File: src/rtl/sram_seq_pkg.sv
package sram_seq_pkg;

    typedef enum logic [2:0] {
        ST_IDLE,
        ST_SETUP,
        ST_STROBE,
        ST_HOLD,
        ST_TURN
    } seq_state_t;

    // Whole cycles covering a nanosecond minimum, never below one.
    function automatic int ns_to_cyc(input int ns, input int period);
        int c;
        c = (ns + period - 1) / period;
        return (c < 1) ? 1 : c;
    endfunction

    function automatic int max2(input int a, input int b);
        return (a > b) ? a : b;
    endfunction

endpackage

File: src/rtl/sram_phase_timer.sv
module sram_phase_timer #(
    parameter int W = 4
) (
    input  logic         clk,
    input  logic         rst_n,
    input  logic         clr,
    input  logic [W-1:0] len,
    output logic         last
);

    logic [W-1:0] cnt_q;

    always_ff @(posedge clk or negedge rst_n) begin
        if (!rst_n) begin
            cnt_q <= '0;
        end else if (clr) begin
            cnt_q <= '0;
        end else begin
            cnt_q <= cnt_q + 1'b1;
        end
    end

    assign last = (cnt_q == len - 1'b1);

endmodule

File: src/rtl/sram_lane_mask.sv
module sram_lane_mask #(
    parameter int LANES  = 2,
    parameter int LANE_W = 8
) (
    input  logic [LANES*LANE_W-1:0] din,
    input  logic [LANES-1:0]        sel,
    output logic [LANES*LANE_W-1:0] dout
);

    for (genvar g = 0; g < LANES; g++) begin : g_lane
        assign dout[g*LANE_W +: LANE_W] = sel[g] ? din[g*LANE_W +: LANE_W] : '0;
    end

endmodule

File: src/rtl/sram_seq_ctrl.sv
module sram_seq_ctrl
    import sram_seq_pkg::*;
#(
    parameter int ADDR_W        = 19,
    parameter int LANE_W        = 8,
    parameter int LANES         = 2,
    parameter int CLK_PERIOD_NS = 20,
    parameter int T_AS_NS       = 0,
    parameter int T_WP_NS       = 8,
    parameter int T_WR_NS       = 0,
    parameter int T_RC_NS       = 10,
    parameter int T_TURN_NS     = 4
) (
    input  logic                     clk,
    input  logic                     rst_n,
    input  logic                     req,
    input  logic                     req_we,
    input  logic [ADDR_W-1:0]        req_addr,
    input  logic [LANES*LANE_W-1:0]  req_wdata,
    input  logic [LANES-1:0]         req_be,
    output logic                     ready,
    output logic                     busy,
    output logic [LANES*LANE_W-1:0]  rd_data,
    output logic                     rd_valid,
    output logic [ADDR_W-1:0]        mem_addr,
    output logic                     mem_ce_n,
    output logic                     mem_we_n,
    output logic                     mem_oe_n,
    output logic                     mem_lb_n,
    output logic                     mem_ub_n,
    output logic [LANES*LANE_W-1:0]  mem_dq_out,
    output logic                     mem_dq_oe,
    input  logic [LANES*LANE_W-1:0]  mem_dq_in
);

    localparam int DATA_W    = LANES * LANE_W;
    localparam int SETUP_CYC = ns_to_cyc(T_AS_NS, CLK_PERIOD_NS);
    localparam int WP_CYC    = ns_to_cyc(T_WP_NS, CLK_PERIOD_NS);
    localparam int HOLD_CYC  = ns_to_cyc(T_WR_NS, CLK_PERIOD_NS);
    localparam int RC_CYC    = ns_to_cyc(T_RC_NS, CLK_PERIOD_NS);
    localparam int TURN_CYC  = ns_to_cyc(T_TURN_NS, CLK_PERIOD_NS);
    localparam int MAX_CYC   = max2(max2(max2(SETUP_CYC, WP_CYC), max2(HOLD_CYC, RC_CYC)), TURN_CYC);
    localparam int CNT_W     = $clog2(MAX_CYC + 1) + 1;

    seq_state_t state_q, state_d;

    logic [ADDR_W-1:0] addr_q;
    logic [DATA_W-1:0] wdata_q;
    logic [LANES-1:0]  be_q;
    logic              we_q;
    logic [DATA_W-1:0] rd_data_q;
    logic              rd_valid_q;
    logic [DATA_W-1:0] rd_masked;
    logic [CNT_W-1:0]  phase_len;
    logic              phase_last;
    logic              phase_clr;
    logic              accept;

    assign accept = req && (state_q == ST_IDLE);

    // Phase length for the current state.
    always_comb begin
        unique case (state_q)
            ST_SETUP:  phase_len = CNT_W'(SETUP_CYC);
            ST_STROBE: phase_len = we_q ? CNT_W'(WP_CYC) : CNT_W'(RC_CYC);
            ST_HOLD:   phase_len = CNT_W'(HOLD_CYC);
            ST_TURN:   phase_len = CNT_W'(TURN_CYC);
            default:   phase_len = CNT_W'(1);
        endcase
    end

    assign phase_clr = (state_d != state_q) || (state_q == ST_IDLE);

    sram_phase_timer #(.W(CNT_W)) u_timer (
        .clk   (clk),
        .rst_n (rst_n),
        .clr   (phase_clr),
        .len   (phase_len),
        .last  (phase_last)
    );

    sram_lane_mask #(.LANES(LANES), .LANE_W(LANE_W)) u_rd_mask (
        .din  (mem_dq_in),
        .sel  (be_q),
        .dout (rd_masked)
    );

    // Next-state logic.
    always_comb begin
        state_d = state_q;
        unique case (state_q)
            ST_IDLE:   if (req)        state_d = ST_SETUP;
            ST_SETUP:  if (phase_last) state_d = ST_STROBE;
            ST_STROBE: if (phase_last) state_d = ST_HOLD;
            ST_HOLD:   if (phase_last) state_d = we_q ? ST_IDLE : ST_TURN;
            ST_TURN:   if (phase_last) state_d = ST_IDLE;
            default:                   state_d = ST_IDLE;
        endcase
    end

    // State register.
    always_ff @(posedge clk or negedge rst_n) begin
        if (!rst_n) begin
            state_q <= ST_IDLE;
        end else begin
            state_q <= state_d;
        end
    end

    // Request capture; the address only moves while every strobe is high.
    always_ff @(posedge clk or negedge rst_n) begin
        if (!rst_n) begin
            addr_q  <= '0;
            wdata_q <= '0;
            be_q    <= '0;
            we_q    <= 1'b0;
        end else if (accept) begin
            addr_q  <= req_addr;
            wdata_q <= req_wdata;
            be_q    <= req_be;
            we_q    <= req_we;
        end
    end

    // Read capture on the edge that closes the read strobe.
    always_ff @(posedge clk or negedge rst_n) begin
        if (!rst_n) begin
            rd_data_q  <= '0;
            rd_valid_q <= 1'b0;
        end else begin
            rd_valid_q <= 1'b0;
            if (state_q == ST_STROBE && !we_q && phase_last) begin
                rd_data_q  <= rd_masked;
                rd_valid_q <= 1'b1;
            end
        end
    end

    // Outputs decoded from state.
    always_comb begin
        mem_ce_n  = 1'b1;
        mem_we_n  = 1'b1;
        mem_oe_n  = 1'b1;
        mem_lb_n  = 1'b1;
        mem_ub_n  = 1'b1;
        mem_dq_oe = 1'b0;
        unique case (state_q)
            ST_IDLE, ST_TURN: ;
            ST_SETUP: begin
                mem_ce_n  = 1'b0;
                mem_lb_n  = ~be_q[0];
                mem_ub_n  = ~be_q[1];
                mem_dq_oe = we_q;
            end
            ST_STROBE: begin
                mem_ce_n  = 1'b0;
                mem_lb_n  = ~be_q[0];
                mem_ub_n  = ~be_q[1];
                mem_we_n  = ~we_q;
                mem_oe_n  = we_q;
                mem_dq_oe = we_q;
            end
            ST_HOLD: mem_dq_oe = we_q;
            default: ;
        endcase
    end

    assign mem_addr   = addr_q;
    assign mem_dq_out = wdata_q;
    assign ready      = (state_q == ST_IDLE);
    assign busy       = (state_q != ST_IDLE);
    assign rd_data    = rd_data_q;
    assign rd_valid   = rd_valid_q;

    // Write strobe and output enable never low together.
    p_we_oe_excl_r3: assert property (@(posedge clk) disable iff (!rst_n)
        !mem_we_n |-> mem_oe_n);

    // No bus drive while the RAM outputs are enabled.
    p_no_fight_r8: assert property (@(posedge clk) disable iff (!rst_n)
        !mem_oe_n |-> !mem_dq_oe);

    // A read's hold always leads into the turnaround gap.
    p_turn_follows_r8: assert property (@(posedge clk) disable iff (!rst_n)
        (state_q == ST_HOLD && !we_q) |=> (state_q == ST_TURN));

    // Address moves only after a cycle with every strobe high.
    p_addr_quiet_r9: assert property (@(posedge clk) disable iff (!rst_n)
        !$stable(mem_addr) |-> $past(mem_ce_n && mem_we_n && mem_oe_n && mem_lb_n && mem_ub_n));

    // Valid is a single-cycle pulse.
    p_valid_pulse_r7: assert property (@(posedge clk) disable iff (!rst_n)
        rd_valid |=> !rd_valid);

    // An accepted request makes the block busy on the next cycle.
    p_accept_busy_r10: assert property (@(posedge clk) disable iff (!rst_n)
        (req && ready) |=> busy);

    // A request while busy does not disturb the latched address.
    p_busy_ignore_r2: assert property (@(posedge clk) disable iff (!rst_n)
        (busy && $past(busy)) |-> $stable(mem_addr));

endmodule

File: config.mk
export PLATFORM = sky130hd
export DESIGN_NAME = sram_seq_ctrl
export DESIGN_NICKNAME = d
export VERILOG_FILES = /design/src/rtl/sram_seq_pkg.sv /design/src/rtl/sram_phase_timer.sv /design/src/rtl/sram_lane_mask.sv /design/src/rtl/sram_seq_ctrl.sv
export SDC_FILE = /design/constraint.sdc
export NUM_CORES = 1
export LEC_CHECK = 0
export ABC_AREA = 0
export BUFFER_PORTS_ARGS = -buffer_cell sky130_fd_sc_hd__buf_2
export CAP_MARGIN = 10
export CORE_MARGIN = 2
export CORE_UTILIZATION = 50
export CTS_CLUSTER_DIAMETER = 150
export CTS_CLUSTER_SIZE = 25
export DETAILED_ROUTE_END_ITERATION = 7
export PLACE_DENSITY = 0.92
export SLEW_MARGIN = 25
export SYNTH_ARGS = -nofsm -noshare
export SYNTH_HDL_FRONTEND = slang
export SYNTH_SLANG_ARGS = --single-unit
File: constraint.sdc
create_clock -name clk -period 4.3 [get_ports clk]
set_input_delay 0.645 -clock clk [delete_from_list [all_inputs] [get_ports clk]]
set_output_delay 0.645 -clock clk [all_outputs]
set_load 0.005 [all_outputs]
==> summary.txt <==
Outcome
  • Outcome: finished, final reports clean

Power and ir drop
  • Sw power: 0.788 mW
  • Total power: 2.45 mW
  • LEAKAGE: 1.82 nW
  • P_int: 1.66 mW
  • Comb pwr share: 0.402
  • Clock power frac: 0.175
  • Max IR drop VDD: 0.000353 V
  • Switching Fraction: 0.321
  • Register share of total power: 0.423
  • P per Cell Area: 736 nW/um^2

Worst hold path
  • Tightest Hold Check Type: flop to flop

Synth
  • Area leader, netlist: dfrtp_1
  • Mapped Cells: 185
  • Post-synth top area share: 0.586
  • Synthesized area: 2560 um^2
  • Area fraction in compound gates after synthesis: 0.0112
  • Combinational family with the most area after synthesis: multiplexers
  • Adder-cell share of the synthesized area: 0.00488
  • Synth warn: 0
  • #FFs+latches synth: 60
  • Post-synth ARST share: 1.00
  • Register area share after synthesis: 0.586
  • Syn_area_per_cell: 13.9 um^2
  • Top post-synthesis cells by area: dfrtp_1 59%, mux2_4 12%, mux2_2 8.3%, mux2i_1 6.3%, inv_1 3.2%
  • Synth cell types: 27
  • Mapped Nets: 243
  • Ys flop type: dfrtp_1
  • Post-synthesis simple-gate area fraction: 0.0654
  • Synth Area in XOR/XNOR: 0.00684
  • Mux contribution to synthesized area: 0.263
  • Post-synth EDFFs: 0

STA
  • Slew headroom: 0.507
  • Unrepaired setup endpoints after global routing: no
  • Worst-Margin Slew: 0.739 ns
  • Crit share post-route: 0.495
  • Final setup TNS: 0 ns
  • Final hold vios: 0
  • Final setup viols: 0
  • Crit path time final: 2.13 ns
  • FMAX: 0.470 GHz
  • Clk_skew: 0.00674 ns
  • Slew Viols, Final: 0

Global routing
  • Initial antenna violation count: 0
  • All-Layer GR Usage: 0.175
  • Gr ovfl total: 0
  • Vias in the first global route: 1680
  • First-pass GRT wire length: 7.34 mm
  • Largest net degree at the start of global routing: 61

Clocking
  • H-Tree Depth: 3
  • Root buffer cell: clkbuf_8
  • Post-CTS sizing: 0
  • Hold Buf Count CTS: 0
  • Clk_lat worst skew: 0.31 ns
  • CTS tree: yes
  • Postcts setup bufs: 0
  • Clock sink count: 60
  • Inserted Clock Buffers: 9
  • Clk buf depth: 2
  • Worst-path clk slew: 0.06 ns

Critical path
  • CP Capture Type: output port
  • CP arrival: 1.48 ns
  • Critical path peak fanout: 9
  • Req. time, crit path: 3.65 ns
  • Crit Path Class: flop to output port
  • Crit start category: flop

Die
  • CORE AREA: 5010 um^2
  • Std-Cell Rows: 26
  • Full die area: 5710 um^2
  • Die Width: 75.6 um
  • Die Y: 75.6 um
  • Initial Util: 0.511
  • # IOs: 117

Routing
  • DRC: 0
  • Drt wl/cell: 12.9 um
  • Routed wire length: 4.89 mm
  • TritonRoute pass-1 iters: 4
  • Iteration-0 DRC Markers: 53
  • Via Count: 1753
  • Post-route ant nets: 0
  • Via density: 4.64

Finish
  • Ant. Diodes: 0
  • Final cell count without fillers: 378
  • Final core utilization: 0.665
  • Total Nets Final: 362
  • Ratio of cells with drive above 1 in the final layout: 0.562
  • Fill cells: 412
  • Layout area overhead: 29.9%

Placed design
  • Inst Count DP: 363
  • Routability cong.: 0.738
  • DP HPWL: 3.57 mm
  • Port bufs: 116

Run
  • Max_cap viols: 0
[area by class of cell]
type                            instances  area, um^2  share of cell area
Sequential cell                        60        1500               0.451
Multi-Input combinational cell         94         901               0.271
Clock buffer                           13         159              0.0477
Timing Repair Buffer                  117         588               0.177
Clock inverter                          2        10.0             0.00301
Tap cell                               70        87.6              0.0263
Inverter                               22        82.6              0.0248
[state kept, by name, indices dropped and copies added (netlist names)]
name	count
mem_addr	19
mem_dq_out	16
rd_data	16
state_q	3
be_q	2
u_timer.cnt_q	2
rd_valid	1
we_q	1
[per-layer routing]
metal  up-vias  part of all wire  GRT usage
met3         2             0.063     0.0503
met4         0            0.0035     0.0799
met5         -                 0          0
met1       830              0.44      0.211
met2        71              0.50      0.291
li1        850                 -          -
[worst max-delay path, cell delays in order, from the launching register on]
cell and delay [ns]:
dfrtp_1 0.50, xnor2_1 0.18, nor2_1 0.27, nand2_1 0.08, buf_2 0.13
[cells by family after synthesis]
| family | count (synthesis) |
|---|---|
| AO/OA/AOI/OAI | 4 |
| XOR/XNOR | 2 |
| adder cells (fa/ha/maj) | 1 |
| buffers and inverters | 31 |
| flip-flops | 60 |
| multiplexers | 55 |
| AND/OR/NAND/NOR | 32 |
[power groups by stage]
stage | Clock, mW | Sequential [mW] | Combinational, mW
after floorplan | 0 | 1.01 | 0.650
after global placement | 0 | 1.03 | 0.960
after detailed placement | 0 | 1.05 | 0.996
after CTS | 0.447 | 1.04 | 1.00
after global routing | 0.477 | 1.08 | 1.09
final | 0.429 | 1.04 | 0.985
[placed cells by master, fill, tap and decap left out, types with 2 or more instances in the layout]
master and count:
o21ai_0 2, dfrtp_1 60, clkinv_2 2, mux2_2 19, clkbuf_8 11, buf_2 116, inv_1 22, nand2_1 20
clkbuf_1 2, nor2_1 3, mux2i_1 16, mux2_4 20
[synth_stat cells, types with 2 or more instances]
| library cell | number |
|---|---|
| buf_2 | 2 |
| mux2_4 | 20 |
| inv_1 | 22 |
| mux2i_1 | 16 |
| buf_1 | 2 |
| mux2_2 | 19 |
| nor2_1 | 3 |
| dfrtp_1 | 60 |
| buf_6 | 2 |
| nand2_1 | 20 |
| o21ai_0 | 2 |
| buf_8 | 2 |
[worst paths after layout]
check / startpoint / to / slack [ns] / depth (start not counted)
max: state_q[1] / mem_lb_n / 2.17 / 4
min: u_timer.cnt_q[0] / u_timer.cnt_q[0] / 0.44 / 1
max reg2reg: state_q[1] / mem_dq_out[8] / 2.41 / 3
min reg2reg: u_timer.cnt_q[0] / u_timer.cnt_q[0] / 0.44 / 1
max in group asynchronous: rst_n / mem_dq_out[13] / 3.33 / 2
min in group asynchronous: rst_n / mem_addr[11] / 0.47 / 2
[metrics by stage]
stage          worst slack [ns]  hold slack (ns)  area [um^2]
4_1_cts                    2.17            0.441         3330
3_3_place_gp               2.48            0.427         3160
6_report                   2.17            0.437         3330
2_1_floorplan              2.70            0.349         2560
3_5_place_dp               2.41            0.433         3160
5_1_grt                    2.10            0.475         3330
Power figures use the tool's default switching activity.
